[config.mk]
export PLATFORM = sky130hd
export DESIGN_NAME = rsq_boot_seq
export DESIGN_NICKNAME = d
export VERILOG_FILES = /design/src/rtl/rsq_pkg.sv /design/src/rtl/rsq_sync.sv /design/src/rtl/rsq_interval.sv /design/src/rtl/rsq_strap_dec.sv /design/src/rtl/rsq_boot_seq.sv
export SDC_FILE = /design/constraint.sdc
export NUM_CORES = 1
export LEC_CHECK = 0
export BUFFER_PORTS_ARGS = -buffer_cell sky130_fd_sc_hd__buf_2
export CAP_MARGIN = 30
export CORE_AREA = 5 5 88 70
export CTS_BUF_LIST = sky130_fd_sc_hd__clkbuf_4 sky130_fd_sc_hd__clkbuf_8 sky130_fd_sc_hd__clkbuf_16
export CTS_CLUSTER_DIAMETER = 60
export DETAILED_ROUTE_END_ITERATION = 8
export DIE_AREA = 0 0 93 75
export PLACE_DENSITY = 0.8
export SYNTH_ARGS = -nofsm -noshare
export SYNTH_HDL_FRONTEND = slang
export SYNTH_HIERARCHICAL = 1
export SYNTH_SLANG_ARGS = --single-unit
export TNS_END_PERCENT = 30
[constraint.sdc]
create_clock -name clk -period 5.2 [get_ports clk]
set_clock_uncertainty 0.15 [all_clocks]
set_input_delay 0.52 -clock clk [delete_from_list [all_inputs] [get_ports clk]]
set_output_delay 0.52 -clock clk [all_outputs]
set_load 0.005 [all_outputs]
[src/rtl/rsq_pkg.sv]
package rsq_pkg;

    // Width of the strap bus; bit 0 carries byte order, 13:1 the boot pattern
    localparam int STRAP_W = 14;
    localparam int PAT_W   = STRAP_W - 1;

    // Boot patterns placed on strap bits 13:1
    localparam logic [PAT_W-1:0] PAT_NO_BOOT   = 13'h0000;
    localparam logic [PAT_W-1:0] PAT_EEPROM    = 13'h0405;
    localparam logic [PAT_W-1:0] PAT_PCIE_BOOT = 13'h1804;

    // Boot codes taken from switch bits 3:1
    localparam logic [2:0] CODE_NONE   = 3'b000;
    localparam logic [2:0] CODE_EEPROM = 3'b001;
    localparam logic [2:0] CODE_PCIE   = 3'b010;

    typedef enum logic [2:0] {
        ST_WAIT   = 3'd0,
        ST_PERIPH = 3'd1,
        ST_POR    = 3'd2,
        ST_FULL   = 3'd3,
        ST_DONE   = 3'd4
    } seq_state_e;

    typedef struct packed {
        logic [PAT_W-1:0] mode_bits;
        logic             little_end;
    } strap_word_t;

endpackage

[src/rtl/rsq_sync.sv]
module rsq_sync #(
    parameter int W = 1
) (
    input  logic         clk,
    input  logic         rst_n,
    input  logic [W-1:0] async_i,
    output logic [W-1:0] sync_o
);

    logic [W-1:0] meta_q;
    logic [W-1:0] stable_q;

    always_ff @(posedge clk or negedge rst_n) begin
        if (!rst_n) begin
            meta_q   <= '0;
            stable_q <= '0;
        end else begin
            meta_q   <= async_i;
            stable_q <= meta_q;
        end
    end

    assign sync_o = stable_q;

endmodule

[src/rtl/rsq_interval.sv]
module rsq_interval #(
    parameter int CNT_W = 20
) (
    input  logic             clk,
    input  logic             rst_n,
    input  logic             load,
    input  logic [CNT_W-1:0] len,
    output logic             expire
);

    localparam logic [CNT_W-1:0] ONE = CNT_W'(1);

    logic [CNT_W-1:0] cnt_q;

    // Loading len-1 keeps the owning state active for exactly len cycles
    always_ff @(posedge clk or negedge rst_n) begin
        if (!rst_n) begin
            cnt_q <= '0;
        end else if (load) begin
            cnt_q <= len - ONE;
        end else if (cnt_q != '0) begin
            cnt_q <= cnt_q - ONE;
        end
    end

    assign expire = (cnt_q == '0);

endmodule

[src/rtl/rsq_strap_dec.sv]
module rsq_strap_dec
    import rsq_pkg::*;
(
    input  logic [3:0]  sw,
    output strap_word_t word,
    output logic        bad_code
);

    logic [2:0] code;
    assign code = sw[3:1];

    always_comb begin
        word.little_end = sw[0];
        bad_code        = 1'b0;
        unique case (code)
            CODE_NONE:   word.mode_bits = PAT_NO_BOOT;
            CODE_EEPROM: word.mode_bits = PAT_EEPROM;
            CODE_PCIE:   word.mode_bits = PAT_PCIE_BOOT;
            default: begin
                word.mode_bits = PAT_NO_BOOT;
                bad_code       = 1'b1;
            end
        endcase
    end

endmodule

[src/rtl/rsq_boot_seq.sv]
module rsq_boot_seq
    import rsq_pkg::*;
#(
    parameter int NUM_DSP     = 4,
    parameter int CYC_PER_MS  = 100000,
    parameter int POR_GAP_MS  = 5,
    parameter int FULL_GAP_MS = 5,
    parameter int HOLD_MS     = 1
) (
    input  logic               clk,
    input  logic               rst_n,
    input  logic               rail_pg_i,
    input  logic               slot_rdy_i,
    input  logic [3:0]         cfg_sw_i,
    output logic               sw_rst_n_o,
    output logic               phy_rst_n_o,
    output logic [NUM_DSP-1:0] dsp_rst_n_o,
    output logic               dsp_por_n_o,
    output logic               dsp_full_rst_n_o,
    output logic [STRAP_W-1:0] strap_data_o,
    output logic               strap_oe_o,
    output logic               seq_done_o,
    output logic               cfg_err_o
);

    localparam int POR_CYC  = CYC_PER_MS * POR_GAP_MS;
    localparam int FULL_CYC = CYC_PER_MS * FULL_GAP_MS;
    localparam int HOLD_CYC = CYC_PER_MS * HOLD_MS;
    localparam int MAX_CYC  = (POR_CYC > FULL_CYC) ?
                              ((POR_CYC > HOLD_CYC) ? POR_CYC : HOLD_CYC) :
                              ((FULL_CYC > HOLD_CYC) ? FULL_CYC : HOLD_CYC);
    localparam int CNT_W    = $clog2(MAX_CYC + 1);
    localparam int IN_W     = 6;

    localparam logic [CNT_W-1:0] POR_LEN  = CNT_W'(POR_CYC);
    localparam logic [CNT_W-1:0] FULL_LEN = CNT_W'(FULL_CYC);
    localparam logic [CNT_W-1:0] HOLD_LEN = CNT_W'(HOLD_CYC);
    localparam logic [CNT_W-1:0] ONE_LEN  = CNT_W'(1);

    // ---------------- input synchronization ----------------
    logic [IN_W-1:0] raw_in;
    logic [IN_W-1:0] syn_in;
    logic            pg_s;
    logic            slot_s;
    logic [3:0]      sw_s;
    logic            power_ok;

    assign raw_in = {cfg_sw_i, slot_rdy_i, rail_pg_i};

    rsq_sync #(.W(IN_W)) u_sync (
        .clk     (clk),
        .rst_n   (rst_n),
        .async_i (raw_in),
        .sync_o  (syn_in)
    );

    assign pg_s     = syn_in[0];
    assign slot_s   = syn_in[1];
    assign sw_s     = syn_in[5:2];
    assign power_ok = pg_s & slot_s;

    // ---------------- state machine ----------------
    seq_state_e       state_q;
    seq_state_e       state_d;
    logic             tmr_load;
    logic             tmr_expire;
    logic [CNT_W-1:0] tmr_len;

    always_comb begin
        state_d = state_q;
        if (!power_ok) begin
            state_d = ST_WAIT;
        end else begin
            unique case (state_q)
                ST_WAIT:   state_d = ST_PERIPH;
                ST_PERIPH: if (tmr_expire) state_d = ST_POR;
                ST_POR:    if (tmr_expire) state_d = ST_FULL;
                ST_FULL:   if (tmr_expire) state_d = ST_DONE;
                ST_DONE:   state_d = ST_DONE;
                default:   state_d = ST_WAIT;
            endcase
        end
    end

    always_ff @(posedge clk or negedge rst_n) begin
        if (!rst_n) begin
            state_q <= ST_WAIT;
        end else begin
            state_q <= state_d;
        end
    end

    // The timer is rearmed on every state change with the length of the state being entered
    assign tmr_load = (state_d != state_q);

    always_comb begin
        unique case (state_d)
            ST_PERIPH: tmr_len = POR_LEN;
            ST_POR:    tmr_len = FULL_LEN;
            ST_FULL:   tmr_len = HOLD_LEN;
            default:   tmr_len = ONE_LEN;
        endcase
    end

    rsq_interval #(.CNT_W(CNT_W)) u_timer (
        .clk    (clk),
        .rst_n  (rst_n),
        .load   (tmr_load),
        .len    (tmr_len),
        .expire (tmr_expire)
    );

    // ---------------- configuration capture and decode ----------------
    logic [3:0]  cfg_q;
    strap_word_t strap_w;
    logic        bad_code;

    // The switch is followed only while waiting; the start edge freezes it
    always_ff @(posedge clk or negedge rst_n) begin
        if (!rst_n) begin
            cfg_q <= '0;
        end else if (state_q == ST_WAIT) begin
            cfg_q <= sw_s;
        end
    end

    rsq_strap_dec u_dec (
        .sw       (cfg_q),
        .word     (strap_w),
        .bad_code (bad_code)
    );

    assign strap_data_o = strap_w;
    assign cfg_err_o    = bad_code;

    // ---------------- registered outputs ----------------
    logic periph_rel_q;
    logic por_rel_q;
    logic full_rel_q;
    logic oe_q;
    logic done_q;

    always_ff @(posedge clk or negedge rst_n) begin
        if (!rst_n) begin
            periph_rel_q <= 1'b0;
            por_rel_q    <= 1'b0;
            full_rel_q   <= 1'b0;
            oe_q         <= 1'b1;
            done_q       <= 1'b0;
        end else begin
            periph_rel_q <= (state_d != ST_WAIT);
            por_rel_q    <= (state_d == ST_POR) || (state_d == ST_FULL) ||
                            (state_d == ST_DONE);
            full_rel_q   <= (state_d == ST_FULL) || (state_d == ST_DONE);
            oe_q         <= (state_d != ST_DONE);
            done_q       <= (state_d == ST_DONE);
        end
    end

    assign sw_rst_n_o       = periph_rel_q;
    assign phy_rst_n_o      = periph_rel_q;
    assign dsp_por_n_o      = por_rel_q;
    assign dsp_full_rst_n_o = full_rel_q;
    assign strap_oe_o       = oe_q;
    assign seq_done_o       = done_q;

    for (genvar gi = 0; gi < NUM_DSP; gi++) begin : g_dsp_rst
        assign dsp_rst_n_o[gi] = periph_rel_q;
    end

    // ---------------- checks ----------------
    logic [CNT_W:0] por_gap_cnt;

    always_ff @(posedge clk or negedge rst_n) begin
        if (!rst_n) begin
            por_gap_cnt <= '0;
        end else if (sw_rst_n_o && !dsp_por_n_o) begin
            por_gap_cnt <= por_gap_cnt + 1'b1;
        end else begin
            por_gap_cnt <= '0;
        end
    end


    por_gap_len_chk: assert property (@(posedge clk) disable iff (!rst_n)
        $rose(dsp_por_n_o) |-> (por_gap_cnt == (CNT_W+1)'(POR_CYC)));


    por_after_periph_chk: assert property (@(posedge clk) disable iff (!rst_n)
        dsp_por_n_o |-> sw_rst_n_o);


    full_after_por_chk: assert property (@(posedge clk) disable iff (!rst_n)
        dsp_full_rst_n_o |-> dsp_por_n_o);


    strap_driven_at_full_chk: assert property (@(posedge clk) disable iff (!rst_n)
        $rose(dsp_full_rst_n_o) |-> strap_oe_o);


    done_releases_bus_chk: assert property (@(posedge clk) disable iff (!rst_n)
        seq_done_o |-> (!strap_oe_o && dsp_full_rst_n_o));


    reserved_zero_pat_chk: assert property (@(posedge clk) disable iff (!rst_n)
        cfg_err_o |-> (strap_data_o[STRAP_W-1:1] == '0));


    drop_rearms_chk: assert property (@(posedge clk) disable iff (!rst_n)
        !power_ok |=> (!sw_rst_n_o && !dsp_por_n_o && !dsp_full_rst_n_o &&
                       strap_oe_o && !seq_done_o));


    cfg_frozen_chk: assert property (@(posedge clk) disable iff (!rst_n)
        (state_q != ST_WAIT) |=> $stable(cfg_q));

endmodule

# --- Yosys cells after proc, flatten, opt, wreduce, memory -nomap -nowiden ---
# Index checks and enable logic that the tools add are counted.
# W data, S select, Z words.
totals:
  inputBits: 8
  word_cells: 46
  output_inout_bits: 25
  regBits: 43
op_classes:
  n_addsub: 2
  bitwise_logic: 1
  reduce_logical: 11
  n_eq_ne: 12
  n_mux: 10
op_table:
  columns: ["cell", "n"]
  rows:
  - ["$mux W19", 2]
  - ["$pmux W19 S2", 1]
  - ["$sub A19 B1 Y19 const B", 2]
  - ["$pmux W13 S2", 1]
  - ["$logic_not A19 Y1", 1]
  - ["$reduce_bool A19 Y1", 1]
  - ["$eq A3 B2 Y1 const B", 5]
  - ["$pmux W3 S5", 1]
  - ["$mux W3", 4]
  - ["$eq A3 B1 Y1 const B", 3]
  - ["$eq A3 B3 Y1 const B", 2]
  - ["$logic_not A3 Y1", 2]
  - ["$logic_or A1 B1 Y1", 3]
  - ["$ne A3 B3 Y1", 1]
  - ["$ne A3 B3 Y1 const B", 1]
  - ["$reduce_bool A3 Y1", 1]
  - ["$reduce_or A3 Y1", 1]
  - ["$reduce_bool A2 Y1", 1]
  - ["$reduce_or A2 Y1", 1]
  - ["$and A1 B1 Y1", 1]
  - ["$mux W1", 1]

# --- Depth between registers and ports, before layout ---
depth:
  word_depth: 9
  depth_mapped: 16

# --- By module ---
# The synthesis kept the hierarchy.
by_module_without_submodules:
  columns: ["mod", "cells_per_inst", "n_inst", "area_each_um2"]
  rows:
  - ["rsq_interval", 150, 1, 1491.4]
  - ["rsq_boot_seq", 55, 1, 603.1]
  - ["rsq_sync", 12, 1, 300.3]
  - ["rsq_strap_dec", 18, 1, 118.9]

# --- Worst setup path before layout ---
# OpenSTA, ideal clock, no wires.
synth_timing:
  kind: "reg-to-reg"
  startpoint: "register u_timer.cnt_q[9]"
  endpoint: "register u_timer.cnt_q[16]"
  stages_incl_launch_ff: 17
  slack_ns: 0.607
  period_less_slack_ns: 4.593
  setup_ns: 0.122
  required_ns: 4.928
  path_buffers: 4
  t_arrival_ns: 4.321
  path_cell_list: "dfrtp_1 or4_4 or3_4 nor3_4 nor4_1 a31oi_1 clkbuf_1 buf_2 buf_2 buf_2 mux2i_1 ha_1 nor4b_2 o22ai_1 nor4_2 xor2_1 o2bb2ai_1"
synth_between:
  word_cells_on_any_way: 18
  cone_classes: "add/sub (2); eq/ne (4); mux (8); reduce/logical (4)"
synth_lines:
  columns: ["item", "line_no", "rtl"]
  rows:
  - ["start: declaration", "rsq_interval.sv:13", "logic [CNT_W-1:0] cnt_q;"]
  - ["start signal: assignment", "rsq_interval.sv:20", "cnt_q <= len - ONE;"]
  - ["start signal: assignment", "rsq_interval.sv:22", "cnt_q <= cnt_q - ONE;"]
  - ["$logic_not A19 Y1 (*)", "rsq_interval.sv:26", "assign expire = (cnt_q == '0);"]
  - ["net tmr_expire", "rsq_boot_seq.sv:66", "logic tmr_expire;"]
  - ["$mux W3, on equally long branches", "rsq_boot_seq.sv:78, rsq_boot_seq.sv:76, rsq_boot_seq.sv:77", null]
  - ["$pmux W3 S5 (*)", "rsq_boot_seq.sv:74", "unique case (state_q)"]
  - ["$mux W3 (*)", "rsq_boot_seq.sv:71", "if (!power_ok) begin"]
  - ["$ne A3 B3 Y1 (*)", "rsq_boot_seq.sv:94", "assign tmr_load = (state_d != state_q);"]
  - ["net tmr_load", "rsq_boot_seq.sv:65", "logic tmr_load;"]
  - ["$mux W19 or $reduce_bool A2 Y1 (tied branches)", null, null]
# Mark *: on every way through the listed nets, which the timed path passes. The rest lies on a longest branch. The select of a mux whose other input is x is not followed.
# A chain may end at the register's enable or synchronous reset.

# --- Worst setup path in the final report ---
layout_timing:
  startpoint: "register u_timer.cnt_q[9]"
  endpoint: "register u_timer.cnt_q[11]"
# The elaborated chain is that of the path after synthesis.

==> run_results.csv <==
group,metric,value,unit
global_routing,grt_pass1_wl,8250,um
setup_path,crit_path_start_kind,"flop",
synth,yosysUniqueCellTypes,57,
cells_and_area,final_layout_size_suffix_gt1_frac,0.253,
drt,firstDrtPassIters,4,
clock_network,cts_resized,0,
drt,routedWlPerCell,14.0,um
flow_run,maxCapViolations,0,
synth,synth-edff-count,0,
clock_network,cts_max_level,2,
synth,synthArstFlopShare,1.00,
pwr,p_leak,1.25,nW
pwr,power_switching,0.000291,W
pwr,power_frac_seq,0.463,
timing,fin_crit,4.04,ns
timing,slew_viol_final,0,
synth,synthCells,235,
synth,ys_warn_count,6,
clock_network,clkTransAtPathRegs,0.09,ns
pwr,swShare,0.320,
setup_path,path_class,"reg -> reg",
pwr,pwr-share-comb,0.242,
cells_and_area,syn_to_final_growth,13.0,%
place,place.gp.congestion,0.902,
synth,synth_area,2510,sq um
synth,synth-seq-area-share,0.429,
cells_and_area,layout.nets,285,
cells_and_area,stdcell_area,2840,sq um
cells_and_area,antenna_cells,0,
setup_path,crit_path_end_kind,"flop",
pwr,p_clk_frac,0.296,
global_routing,grt.overflow.total,0,
floorplanning,die-area,6980,sq um
setup_path,timing.reg2reg.setup_slack,1.16,ns
floorplanning,io_pins,33,
clock_network,tritoncts,"built",
synth,synthFlopType,"dfrtp_1",
drt,viasPerCell,5.14,
global_routing,grt_max_degree,44,
place,dpl_worst_slack,1.17,ns
setup_path,r2r_start,"u_timer/cnt_q[9]",
pwr,power_density,321,nW/um^2
timing,hold_slack,0.164,ns
setup_path,startpoint,"u_timer/cnt_q[9]",
worst_hold_path,worstHoldStart,"cfg_sw_i[2]",
drt,drc,0,
timing,fin_crit_sh,0.777,
place,placed_cell_area,2690,sq um
clock_network,post_cts_buffers,0,
floorplanning,core.rowCount,23,
setup_path,arrival,4.13,ns
global_routing,gr-usage-all-layers,0.155,
timing,fmax,0.247,GHz
clock_network,cts_buffers,5,
timing,relSlewSlack,0.386,
clock_network,root_buffer,"clkbuf_8",
synth,synth-seq-cells,43,
worst_hold_path,hp-class,"in -> reg",
pwr,total_power,0.000911,W
global_routing,antenna_found_initial,0,
pwr,p_int,0.000620,W
place,hpwl,3430,um
clock_network,clk_latency,0.30,ns
timing,setup_tns,0,ns
setup_path,crit_required,5.29,ns
timing,finalWorstSetupSlack,1.16,ns
floorplanning,core_area,5180,sq um
cells_and_area,n_fill_cell,457,
floorplanning,start_util,0.485,
floorplanning,die_w,93,um
drt,ant_nets,0,
place,port_buffers,24,
drt,drt-initial-drc-count,140,
pwr,irDropWorstVdd,162,uV
clock_network,clk_path_buf_depth,2,
timing,finalHoldViolCount,0,
global_routing,grt_pass1_vias,1666,
timing,tightest_slew,0.921,ns
setup_path,crit_fanout,24,
drt,routed-via-count,1742,
timing,setup_viol,0,
drt,drt-total-wl,4740,um
timing,rsz0062_at_grt,"false",
run_status,status,"finished clean",
clock_network,cts.sinks,43,
floorplanning,die_height,75,um
synth,syn_area_per_cell,10.7,sq um
[registers in the layout, indices dropped and copies added, names as in the netlist]
signal and cells:
cfg_q 4, dsp_full_rst_n_o 1, dsp_por_n_o 1, phy_rst_n_o 1, seq_done_o 1, state_q 3
strap_oe_o 1, u_sync/meta_q 6, u_sync/sync_o 6, u_timer/cnt_q 19
[timing repair]
| action | CTS | global route |
|---|---|---|
| hold buffers | 0 | 1 |
| hold endpoints to repair | 0 | 4 |
| setup endpoints to repair | 0 | 0 |
[cell type report]
class                   count  area, sq um  share of cell area
clock buffers               5         68.8              0.0242
clock inverters             3         47.5              0.0167
inverters                   1         3.75             0.00132
multi-input cells         194         1380               0.485
flip-flops and latches     43         1080               0.379
well taps                  62         77.6              0.0273
repair buffers             31          188              0.0661
[placed cells by master (no fill, tap or decap), types with 6 or more instances in the layout]
cell type | synthesis | layout
dfrtp_1 | 42 | 42
conb_1 | 2 | 30
buf_2 | 5 | 24
nor2_1 | 21 | 21
a21oi_1 | 16 | 16
xor2_1 | 14 | 14
xnor2_1 | 12 | 12
nand2_1 | 10 | 10
nor3_1 | 10 | 10
nor4_1 | 7 | 7
mux2i_1 | 7 | 7
mux2_2 | 6 | 6
[critical path: stages (launching register included)]
cell and delay [ns]:
dfrtp_1 0.43, or4_4 0.54, or3_4 0.38, nor3_4 0.32, nor4_1 0.14, a31oi_4 0.22, buf_4 0.31, or4b_4 0.51
o22a_4 0.28, a211oi_1 0.35, xor2_1 0.24, o2bb2ai_2 0.12
[power by group through the flow]
stage	clock network [W]	registers, W	logic, W
2_1_floorplan	0	0.000413	0.000180
5_1_grt	0.000293	0.000428	0.000247
4_1_cts	0.000277	0.000420	0.000218
3_3_place_gp	0	0.000426	0.000211
3_5_place_dp	0	0.000426	0.000217
6_report	0.000270	0.000422	0.000220
[cells by family (layout without fill, tap and decap cells)]
family          count (synthesis)  in the layout  synth area share
flops                          43             43             0.429
xor+xnor                       26             26            0.0906
compound gates                 45             45             0.145
simple gates                   79             79             0.202
fa+ha+maj                       1              1           0.00498
buf+inv                        26             40            0.0712
mux                            13             13            0.0548
other cells                     2             30           0.00299
[metal layers]
metal / global-route usage / part of all wire
met1: 0.213 / 0.49
met2: 0.225 / 0.44
met3: 0.0509 / 0.049
met4: 0.0667 / 0.016
met5: 0 / 0
[final timing paths]
check | endpoint | cells past startpoint
min reg2reg | u_sync/sync_o[5] | 0
min | u_sync/meta_q[4] | 1
min in group asynchronous | u_timer/cnt_q[15] | 2
max | u_timer/cnt_q[11] | 11
max in group asynchronous | strap_oe_o | 3
max reg2reg | u_timer/cnt_q[11] | 11
[cells in the mapped netlist (all sizes together) (4+ instances only)]
cell type  number  area, sq um
a211oi          5         42.5
a21oi          16         80.1
buf            24          171
dfrtp          42         1050
mux2            6         67.6
mux2i           7         70.1
nand2          12         50.1
nor2           21         78.8
nor3           13         92.6
nor4            9         77.6
nor4b           4         47.6
o21ai           4         20.0
o2bb2ai         6         58.8
xnor2          12          105
xor2           14          123
[through the flow]
stage | cells | util
floorplan | 263 | -
detailed placement | 329 | 0.520
global route | 339 | 0.548
global placement | 329 | 0.520
CTS | 337 | 0.543
finish | 339 | 0.548
(Power assumes the default switching activity.)
